--- src/rtl/tf_pkg.sv ---
package tf_pkg;
    localparam int BYTE_W = 8;
    localparam int HEAD_W = 4;
    localparam int NREG   = 4;
    localparam int IDX_CNT = 0;
    localparam int IDX_LO  = 1;
    localparam int IDX_MID = 2;
    localparam int IDX_HI  = 3;

    typedef enum logic [1:0] {
        ST_IDLE   = 2'd0,
        ST_RUN    = 2'd1,
        ST_WRBACK = 2'd2
    } tf_state_e;
endpackage

--- src/rtl/tf_byte_stack.sv ---
module tf_byte_stack #(
    parameter int BYTE_W = tf_pkg::BYTE_W
) (
    input  logic              clk,
    input  logic              rst_n,
    input  logic              host_we,
    input  logic [BYTE_W-1:0] host_wdata,
    input  logic              wb_en,
    input  logic              wb_both,
    input  logic [BYTE_W-1:0] wb_cur,
    input  logic [BYTE_W-1:0] wb_prev,
    output logic [BYTE_W-1:0] cur,
    output logic [BYTE_W-1:0] prev
);
    always_ff @(posedge clk) begin
        if (!rst_n) begin
            cur  <= '0;
            prev <= '0;
        end else if (wb_en) begin
            cur <= wb_cur;
            if (wb_both) begin
                prev <= wb_prev;
            end
        end else if (host_we) begin
            prev <= cur;
            cur  <= host_wdata;
        end
    end
endmodule

--- src/rtl/tf_start_decode.sv ---
module tf_start_decode #(
    parameter int BYTE_W = tf_pkg::BYTE_W,
    parameter int HEAD_W = tf_pkg::HEAD_W,
    parameter int NREG   = tf_pkg::NREG
) (
    input  logic                        ext,
    input  logic [HEAD_W-1:0]           head,
    input  logic [NREG-1:0][BYTE_W-1:0] cur,
    input  logic [NREG-1:0][BYTE_W-1:0] prev,
    output logic [6*BYTE_W-1:0]         lba,
    output logic [2*BYTE_W:0]           count
);
    import tf_pkg::*;
    localparam int CNT_W = 2 * BYTE_W;

    logic [CNT_W-1:0] wide_cnt;

    always_comb begin
        lba      = '0;
        count    = '0;
        wide_cnt = {prev[IDX_CNT], cur[IDX_CNT]};
        if (ext) begin
            lba = {prev[IDX_HI], prev[IDX_MID], prev[IDX_LO],
                   cur[IDX_HI],  cur[IDX_MID],  cur[IDX_LO]};
            if (wide_cnt == '0) begin
                count[CNT_W] = 1'b1;
            end else begin
                count[CNT_W-1:0] = wide_cnt;
            end
        end else begin
            lba[3*BYTE_W-1:0]        = {cur[IDX_HI], cur[IDX_MID], cur[IDX_LO]};
            lba[3*BYTE_W +: HEAD_W]  = head;
            if (cur[IDX_CNT] == '0) begin
                count[BYTE_W] = 1'b1;
            end else begin
                count[BYTE_W-1:0] = cur[IDX_CNT];
            end
        end
    end
endmodule

--- src/rtl/tf_ctrl.sv ---
module tf_ctrl (
    input  logic              clk,
    input  logic              rst_n,
    input  logic              cmd_start,
    input  logic              cmd_done,
    output tf_pkg::tf_state_e st,
    output logic              accept,
    output logic              finish,
    output logic              wb_en,
    output logic              host_open,
    output logic              busy
);
    import tf_pkg::*;

    tf_state_e st_nxt;

    always_ff @(posedge clk) begin
        if (!rst_n) begin
            st <= ST_IDLE;
        end else begin
            st <= st_nxt;
        end
    end

    always_comb begin
        st_nxt = st;
        unique case (st)
            ST_IDLE:   if (cmd_start) st_nxt = ST_RUN;
            ST_RUN:    if (cmd_done)  st_nxt = ST_WRBACK;
            ST_WRBACK: st_nxt = ST_IDLE;
            default:   st_nxt = ST_IDLE;
        endcase
    end

    always_comb begin
        accept    = 1'b0;
        finish    = 1'b0;
        wb_en     = 1'b0;
        host_open = 1'b0;
        busy      = 1'b0;
        unique case (st)
            ST_IDLE: begin
                accept    = cmd_start;
                host_open = !cmd_start;
            end
            ST_RUN: begin
                busy   = 1'b1;
                finish = cmd_done;
            end
            ST_WRBACK: begin
                busy  = 1'b1;
                wb_en = 1'b1;
            end
            default: begin
                busy = 1'b0;
            end
        endcase
    end
endmodule

--- src/rtl/tf_addr_regs.sv ---
module tf_addr_regs #(
    parameter int BYTE_W = tf_pkg::BYTE_W,
    parameter int HEAD_W = tf_pkg::HEAD_W,
    parameter int SEL_W  = 2
) (
    input  logic                clk,
    input  logic                rst_n,
    input  logic                host_wr,
    input  logic [SEL_W-1:0]    host_sel,
    input  logic [BYTE_W-1:0]   host_wdata,
    input  logic                host_hob,
    output logic [BYTE_W-1:0]   host_rdata,
    input  logic [HEAD_W-1:0]   dev_head,
    input  logic                cmd_start,
    input  logic                cmd_ext,
    input  logic                cmd_done,
    input  logic [6*BYTE_W-1:0] done_lba,
    input  logic [2*BYTE_W-1:0] done_remain,
    output logic                busy,
    output logic [6*BYTE_W-1:0] start_lba,
    output logic [2*BYTE_W:0]   xfer_count
);
    import tf_pkg::*;
    localparam int NR    = 1 << SEL_W;
    localparam int LBA_W = 6 * BYTE_W;
    localparam int CNT_W = 2 * BYTE_W;

    tf_state_e st;
    logic      accept, finish, wb_en, host_open;
    logic      mode_ext;

    logic [NR-1:0][BYTE_W-1:0] cur_q, prev_q, wb_cur, wb_prev;
    logic [LBA_W-1:0]          dec_lba, done_lba_q;
    logic [CNT_W:0]            dec_cnt;
    logic [CNT_W-1:0]          done_rem_q;

    tf_ctrl u_ctrl (
        .clk       (clk),
        .rst_n     (rst_n),
        .cmd_start (cmd_start),
        .cmd_done  (cmd_done),
        .st        (st),
        .accept    (accept),
        .finish    (finish),
        .wb_en     (wb_en),
        .host_open (host_open),
        .busy      (busy)
    );

    for (genvar i = 0; i < NR; i++) begin : g_reg
        if (i == IDX_CNT) begin : g_cnt
            assign wb_cur[i]  = done_rem_q[BYTE_W-1:0];
            assign wb_prev[i] = done_rem_q[CNT_W-1:BYTE_W];
        end else begin : g_lba
            assign wb_cur[i]  = done_lba_q[(i-1)*BYTE_W +: BYTE_W];
            assign wb_prev[i] = done_lba_q[(i+2)*BYTE_W +: BYTE_W];
        end

        tf_byte_stack #(.BYTE_W(BYTE_W)) u_stack (
            .clk        (clk),
            .rst_n      (rst_n),
            .host_we    (host_open && host_wr && (host_sel == SEL_W'(i))),
            .host_wdata (host_wdata),
            .wb_en      (wb_en),
            .wb_both    (mode_ext),
            .wb_cur     (wb_cur[i]),
            .wb_prev    (wb_prev[i]),
            .cur        (cur_q[i]),
            .prev       (prev_q[i])
        );
    end

    tf_start_decode #(.BYTE_W(BYTE_W), .HEAD_W(HEAD_W), .NREG(NR)) u_dec (
        .ext   (cmd_ext),
        .head  (dev_head),
        .cur   (cur_q),
        .prev  (prev_q),
        .lba   (dec_lba),
        .count (dec_cnt)
    );

    always_ff @(posedge clk) begin
        if (!rst_n) begin
            mode_ext   <= 1'b0;
            start_lba  <= '0;
            xfer_count <= '0;
            done_lba_q <= '0;
            done_rem_q <= '0;
        end else begin
            if (accept) begin
                mode_ext   <= cmd_ext;
                start_lba  <= dec_lba;
                xfer_count <= dec_cnt;
            end
            if (finish) begin
                done_lba_q <= done_lba;
                done_rem_q <= done_remain;
            end
        end
    end

    assign host_rdata = host_hob ? prev_q[host_sel] : cur_q[host_sel];
endmodule

--- config.mk ---
export PLATFORM = sky130hd
export DESIGN_NAME = tf_addr_regs
export DESIGN_NICKNAME = d
export VERILOG_FILES = /design/src/rtl/tf_pkg.sv /design/src/rtl/tf_byte_stack.sv /design/src/rtl/tf_start_decode.sv /design/src/rtl/tf_ctrl.sv /design/src/rtl/tf_addr_regs.sv
export SDC_FILE = /design/constraint.sdc
export NUM_CORES = 1
export LEC_CHECK = 0
export CAP_MARGIN = 20
export CELL_PAD_IN_SITES_DETAIL_PLACEMENT = 0
export CELL_PAD_IN_SITES_GLOBAL_PLACEMENT = 2
export CORE_ASPECT_RATIO = 1.1
export CORE_UTILIZATION = 33
export DETAILED_ROUTE_END_ITERATION = 16
export PLACE_DENSITY_LB_ADDON = 0.25
export SETUP_SLACK_MARGIN = 0.2
export SYNTH_ARGS = -nofsm -noshare
export SYNTH_HDL_FRONTEND = slang
export SYNTH_SLANG_ARGS = --single-unit
export TNS_END_PERCENT = 30
--- constraint.sdc ---
create_clock -name clk -period 3.1 [get_ports clk]
set_clock_uncertainty 0.2 [all_clocks]
set_input_delay 0.31 -clock clk [delete_from_list [all_inputs] [get_ports clk]]
set_output_delay 0.31 -clock clk [all_outputs]
set_load 0.005 [all_outputs]
==> impl_metrics.json, run 1 <==
{
  "crit_fanout": 24,
  "tightest_slew_ns": 1.008,
  "ys_seq_elements": 196,
  "rsz0062_at_grt": "false",
  "grt-ovfl-total": 0,
  "routedWlPerCell_um": 20.22,
  "holdBufCountCts": 0,
  "crit_type": "input port to primary output",
  "synthFlopType": "dfxtp_1",
  "synth-async-reset-ratio_pct": 0,
  "slew_headroom_pct": 32.73,
  "dr.pass1.iters": 5,
  "drive_gt1_share_pct": 11.58,
  "period_minus_slack_ns": 2.815,
  "cts_buffer_depth": 2,
  "port_buffers": 158,
  "fp.dieH_um": 168.9,
  "die_w_um": 153.7,
  "worstSkewPairLatency_ns": 0.43,
  "path_clk_slew_ns": 0.07,
  "hold_viol": 0,
  "synth.most_common_cell": "nand2_1",
  "grt_first_pass_wirelength_um": 43730,
  "grt_usage_pct": 22.49,
  "finalSetupViolCount": 0,
  "final_nets": 1210,
  "layout_setup_ws_ns": 0.2848,
  "vias": 7549,
  "cts.sinks": 196,
  "synth.yosys.warnings": 0,
  "antenna_left": 0,
  "postCtsResizedCells": 0,
  "ioPinCount": 159,
  "netlist_area_um2": 8352,
  "cts_tree": "done",
  "hpwl_um": 21060,
  "grt_pass1_vias": 7025,
  "vias_per_cell": 5.239,
  "path_common_cell": "clkdlybuf4s50_1",
  "synth_edf_count": 0,
  "synth_fp_nets": 1088,
  "ys_types": 35,
  "synth_top_cells_by_area": "dfxtp_1 (47%), nand2_1 (12%), a21oi_1 (9.6%)",
  "cts_root_buf": "clkbuf_16",
  "drt-initial-drc-count": 498,
  "ir_drop_v": 0.0002506,
  "drc": 0,
  "rows": 60,
  "yosys.area.top_type": "dfxtp_1",
  "wirelength_um": 29130,
  "critPathSlowestCell": "mux4_2",
  "start_util_pct": 33.92,
  "antenna_found_initial": 1,
  "yosys-top-cells-count": "nand2_1 (259), dfxtp_1 (196), a21oi_1 (160), clkbuf_1 (69), o21ai_0 (68)",
  "dieArea_um2": 25950,
  "numCtsBuffers": 17,
  "finalMaxSlewViolations": 0,
  "grt_max_degree": 127,
  "h-tree-depth": 4,
  "utilization_pct": 43.89,
  "ys_seq_area_share_pct": 46.98,
  "power_leakage_nw": 3.634,
  "cap_violations": 0,
  "p_per_area_nw_per_um2": 586.7,
  "path_cells": "clkdlybuf4s50_1 > buf_12 > mux4_2 > mux2_2 > clkdlybuf4s50_1",
  "endpoint_kind": "primary output",
  "cp-start-kind": "input port",
  "tns_ns": 0,
  "core_region_area_um2": 24620,
  "status": "completed",
  "gp_congestion": 0.8785,
  "min_period_over_period_pct": 90.81,
  "min_path_type": "input port to register",
  "synth.avg_cell_area_um2": 8.368,
  "critPathArrivalTime_ns": 2.31,
  "syn_to_final_growth_pct": 29.39,
  "cts_setup_buffers": 0,
  "timing.fmax_mhz": 355.2,
  "crit_required_ns": 2.59,
  "slowest_delay_ns": 0.52,
  "antenna_cells": 0,
  "place_ws_ns": 0.2911,
  "yosys.area.top_type_share_pct": 46.98,
  "syn-instance-count": 998
}
## cells by family after synthesis
kind of cell,count (synthesis),synth area share [%]
and+or+nand+nor,346,17.93
AOI/OAI and AO/OA,300,20.13
DFF,196,46.98
buffers and inverters,91,4.494
muxes,60,9.708
adders and majority gates,5,0.7491
## state kept, by name (all words and copies together) (netlist names)
name / cells
done_lba_q: 48
start_lba: 48
g.u_stack.cur: 32
g.u_stack.prev: 32
xfer_count: 17
done_rem_q: 16
u_ctrl.st: 2
mode_ext: 1
## where the power goes
| part | internal, mW | total (mW) | switching, mW |
|---|---|---|---|
| clock network | 1.12 | 2.12 | 0.996 |
| registers | 2.70 | 2.90 | 0.203 |
| logic | 0.569 | 1.32 | 0.751 |
## area by class of cell
type	count	area, um^2
fillers	2562	13820
multi-input cells	711	4060
flip-flops and latches	196	3924
repair buffers	190	1871
clock buffers	19	442.9
well taps	310	387.9
clock inverters	11	105.1
inverters	4	16.27
## through the flow
step / instances / total power [mW] / hold slack [ns] / area, um^2
floorplan: 998 / 3.632 / 0.2332 / 8352
global placement: 1410 / 4.265 / 0.2395 / 10250
detailed placement: 1411 / 4.275 / 0.2462 / 10260
CTS: 1441 / 6.390 / 0.09072 / 10810
global route: 1441 / 6.612 / 0.1199 / 10810
finish: 1441 / 6.340 / 0.1196 / 10810
## critical path, delay by kind of cell
family   cells  cell delay (ns)
buf+inv      3             1.17
mux          2             0.80
## metal layers
metal	vias to the layer above	GRT usage (%)	wire length (um)
li1	3694	-	-
met1	3566	32.90	14030
met2	242	32.75	12660
met3	45	3.559	1482
met4	2	9.087	952
met5	-	0	13
## cell usage in the layout, fill, tap and decap left out, types with 5 or more instances in the layout
cell type	count
dfxtp_1	196
mux2_2	8
or2_2	32
nor2_1	5
clkdlybuf4s50_1	157
a31oi_1	32
a21oi_1	160
ha_1	5
mux4_2	16
nand2_1	257
o211ai_1	32
mux2i_1	36
nand3_1	28
o21ai_0	68
buf_4	27
clkbuf_16	17
## worst paths after layout
path	startpoint	endpoint	slack, ns	depth (start not counted)
hold reg to reg	start_lba[33]	start_lba[33]	0.25	2
setup reg to reg	u_ctrl.st[0]	g_reg[3].u_stack.cur[3]	0.67	5
hold / removal	rst_n	g_reg[3].u_stack.prev[7]	0.12	3
setup / recovery	host_sel[0]	host_rdata[3]	0.28	5
No activity file was read; power rests on OpenSTA's default activity.
==> inputs of run 2 (changes only) <==
--- a/config.mk
+++ b/config.mk
@@ -12,6 +12,7 @@
 export CORE_UTILIZATION = 33
 export DETAILED_ROUTE_END_ITERATION = 16
 export PLACE_DENSITY_LB_ADDON = 0.25
+export RECOVER_POWER = 50
 export SETUP_SLACK_MARGIN = 0.2
 export SYNTH_ARGS = -nofsm -noshare
 export SYNTH_HDL_FRONTEND = slang
==> run 2 against run 1 <==
Hold slack got worse by 0.0029 ns. Register-to-register slack got worse by 0.37 ns. Critical path depth did not move. Sequential power barely moved. Setup slack got worse by 0.0035 ns. Maximum frequency fell by 0.12%. Routed wire length barely moved. Die area did not move. Largest power group unchanged.
==> impl_metrics.json, run 2 (same netlist as run 1, synthesis figures left out) <==
{
  "grt_pass1_vias": 7025,
  "finalSetupViolCount": 0,
  "p_per_area_nw_per_um2": 585.4,
  "grt_max_degree": 127,
  "routedWlPerCell_um": 20.21,
  "hold_depth": 3,
  "hpwl_um": 21060,
  "wirelength_um": 29120,
  "drt-initial-drc-count": 502,
  "dp.cells": 1411,
  "h-tree-depth": 4,
  "rsz0062_at_grt": "false",
  "critPathArrivalTime_ns": 2.31,
  "min_period_over_period_pct": 90.93,
  "timing.fmax_mhz": 354.8,
  "die_w_um": 153.7,
  "port_buffers": 158,
  "slew_headroom_pct": 19.25,
  "path_cells": "clkdlybuf4s50_1 > buf_12 > mux4_2 > mux2_2 > clkdlybuf4s50_1",
  "numCtsBuffers": 17,
  "place_area_um2": 10260,
  "core_region_area_um2": 24620,
  "hold_viol": 0,
  "postCtsResizedCells": 0,
  "worstSkewPairLatency_ns": 0.43,
  "drc": 0,
  "path_clk_slew_ns": 0.07,
  "rows": 60,
  "vias_per_cell": 5.222,
  "crit_type": "input port to primary output",
  "r2r-start": "u_ctrl.st[0]",
  "min_path_type": "input port to register",
  "tightest_slew_ns": 1.210,
  "antenna_left": 0,
  "crit_end": "host_rdata[3]",
  "crit_fanout": 24,
  "grt-ovfl-total": 0,
  "fp.dieH_um": 168.9,
  "place_ws_ns": 0.2911,
  "final_cell_mix": "nand2_1 (258), dfxtp_1 (196), a21oi_1 (160), clkdlybuf4s50_1 (92), o21ai_0 (68)",
  "cap_violations": 0,
  "grt_usage_pct": 22.49,
  "rr_endpoint": "start_lba[36]",
  "cts_tree": "done",
  "slowest_delay_ns": 0.52,
  "crit_start": "host_sel[0]",
  "power_leakage_nw": 3.851,
  "grt_first_pass_wirelength_um": 43730,
  "layout_setup_ws_ns": 0.2812,
  "largest_registers": "done_lba_q x48, start_lba x48",
  "cts_buffer_depth": 2,
  "path_common_cell": "clkdlybuf4s50_1",
  "critPathSlowestCell": "mux4_2",
  "ioPinCount": 159,
  "final_common_cell": "nand2_1",
  "cts_setup_buffers": 0,
  "antenna_found_initial": 1,
  "dieArea_um2": 25950,
  "period_minus_slack_ns": 2.819,
  "cp-start-kind": "input port",
  "ir_drop_v": 0.0002503,
  "r2r_setup_slack_ns": 0.30,
  "cts.sinks": 196,
  "dr.pass1.iters": 5,
  "vias": 7525,
  "holdBufCountCts": 0,
  "antenna_cells": 0,
  "status": "completed",
  "start_util_pct": 33.92,
  "cts_root_buf": "clkbuf_16",
  "gp_congestion": 0.8785,
  "crit_required_ns": 2.59,
  "drive_gt1_share_pct": 11.32,
  "finalMaxSlewViolations": 0,
  "final_cell_count_no_fill": 1441,
  "syn_to_final_growth_pct": 29.27,
  "final_nets": 1210,
  "r2r_cells": 6,
  "endpoint_kind": "primary output",
  "final_area_um2": 10800,
  "tns_ns": 0
}
==> run 2: layout make-up <==
type | instances | area [um^2]
Multi-Input combinational cell | 711 | 4056
Tap cell | 310 | 387.9
Inverter | 4 | 16.27
Sequential cell | 196 | 3924
Timing Repair Buffer | 190 | 1864
Clock buffer | 19 | 442.9
Fill cell | 2564 | 13830
Clock inverter | 11 | 105.1
==> run 2: layer usage <==
layer  up-vias  part of all wire [%]  GRT usage (%)
met5         -                 0.045              0
met4         2                   3.2          9.087
met3        46                   4.5          3.559
met2       224                    44          32.75
met1      3553                    49          32.90
li1       3700                     -              -
==> run 2: critical path, delay by kind of cell <==
kind	cells	cell delay (ns)
buffers and inverters	3	1.18
muxes	2	0.80
==> run 2: worst min-delay path by stage <==
stage,start,endpoint,slack (ns)
after floorplan,done_lba_q[0],done_lba_q[0],0.23
after global placement,start_lba[45],start_lba[45],0.24
after detailed placement,done_lba_q[1],done_lba_q[1],0.25
after CTS,rst_n,g_reg[2].u_stack.prev[2],0.09
after global routing,rst_n,xfer_count[8],0.12
final,rst_n,g_reg[3].u_stack.prev[7],0.12
==> run 2: power breakdown <==
group	leakage (nW)	total, mW	internal [mW]	switching [mW]
logic	2.01	1.30	0.552	0.750
registers	1.59	2.90	2.70	0.202
clock network	0.258	2.12	1.12	0.996
==> run 2: metrics by stage <==
step | hold WS, ns | util, % | power (mW)
finish | 0.1167 | 43.85 | 6.321
global route | 0.1199 | 43.85 | 6.593
CTS | 0.09072 | 43.89 | 6.390
detailed placement | 0.2462 | 41.66 | 4.275
global placement | 0.2395 | 41.62 | 4.265
floorplan | 0.2332 | - | 3.632
==> inputs of run 3 (changes only) <==
--- a/config.mk
+++ b/config.mk
@@ -13,7 +13,6 @@
 export DETAILED_ROUTE_END_ITERATION = 16
 export PLACE_DENSITY_LB_ADDON = 0.25
 export RECOVER_POWER = 50
-export SETUP_SLACK_MARGIN = 0.2
 export SYNTH_ARGS = -nofsm -noshare
 export SYNTH_HDL_FRONTEND = slang
 export SYNTH_SLANG_ARGS = --single-unit
==> results of run 3 <==
No change in the layout: final DEF, timing and power equal those of run 2.
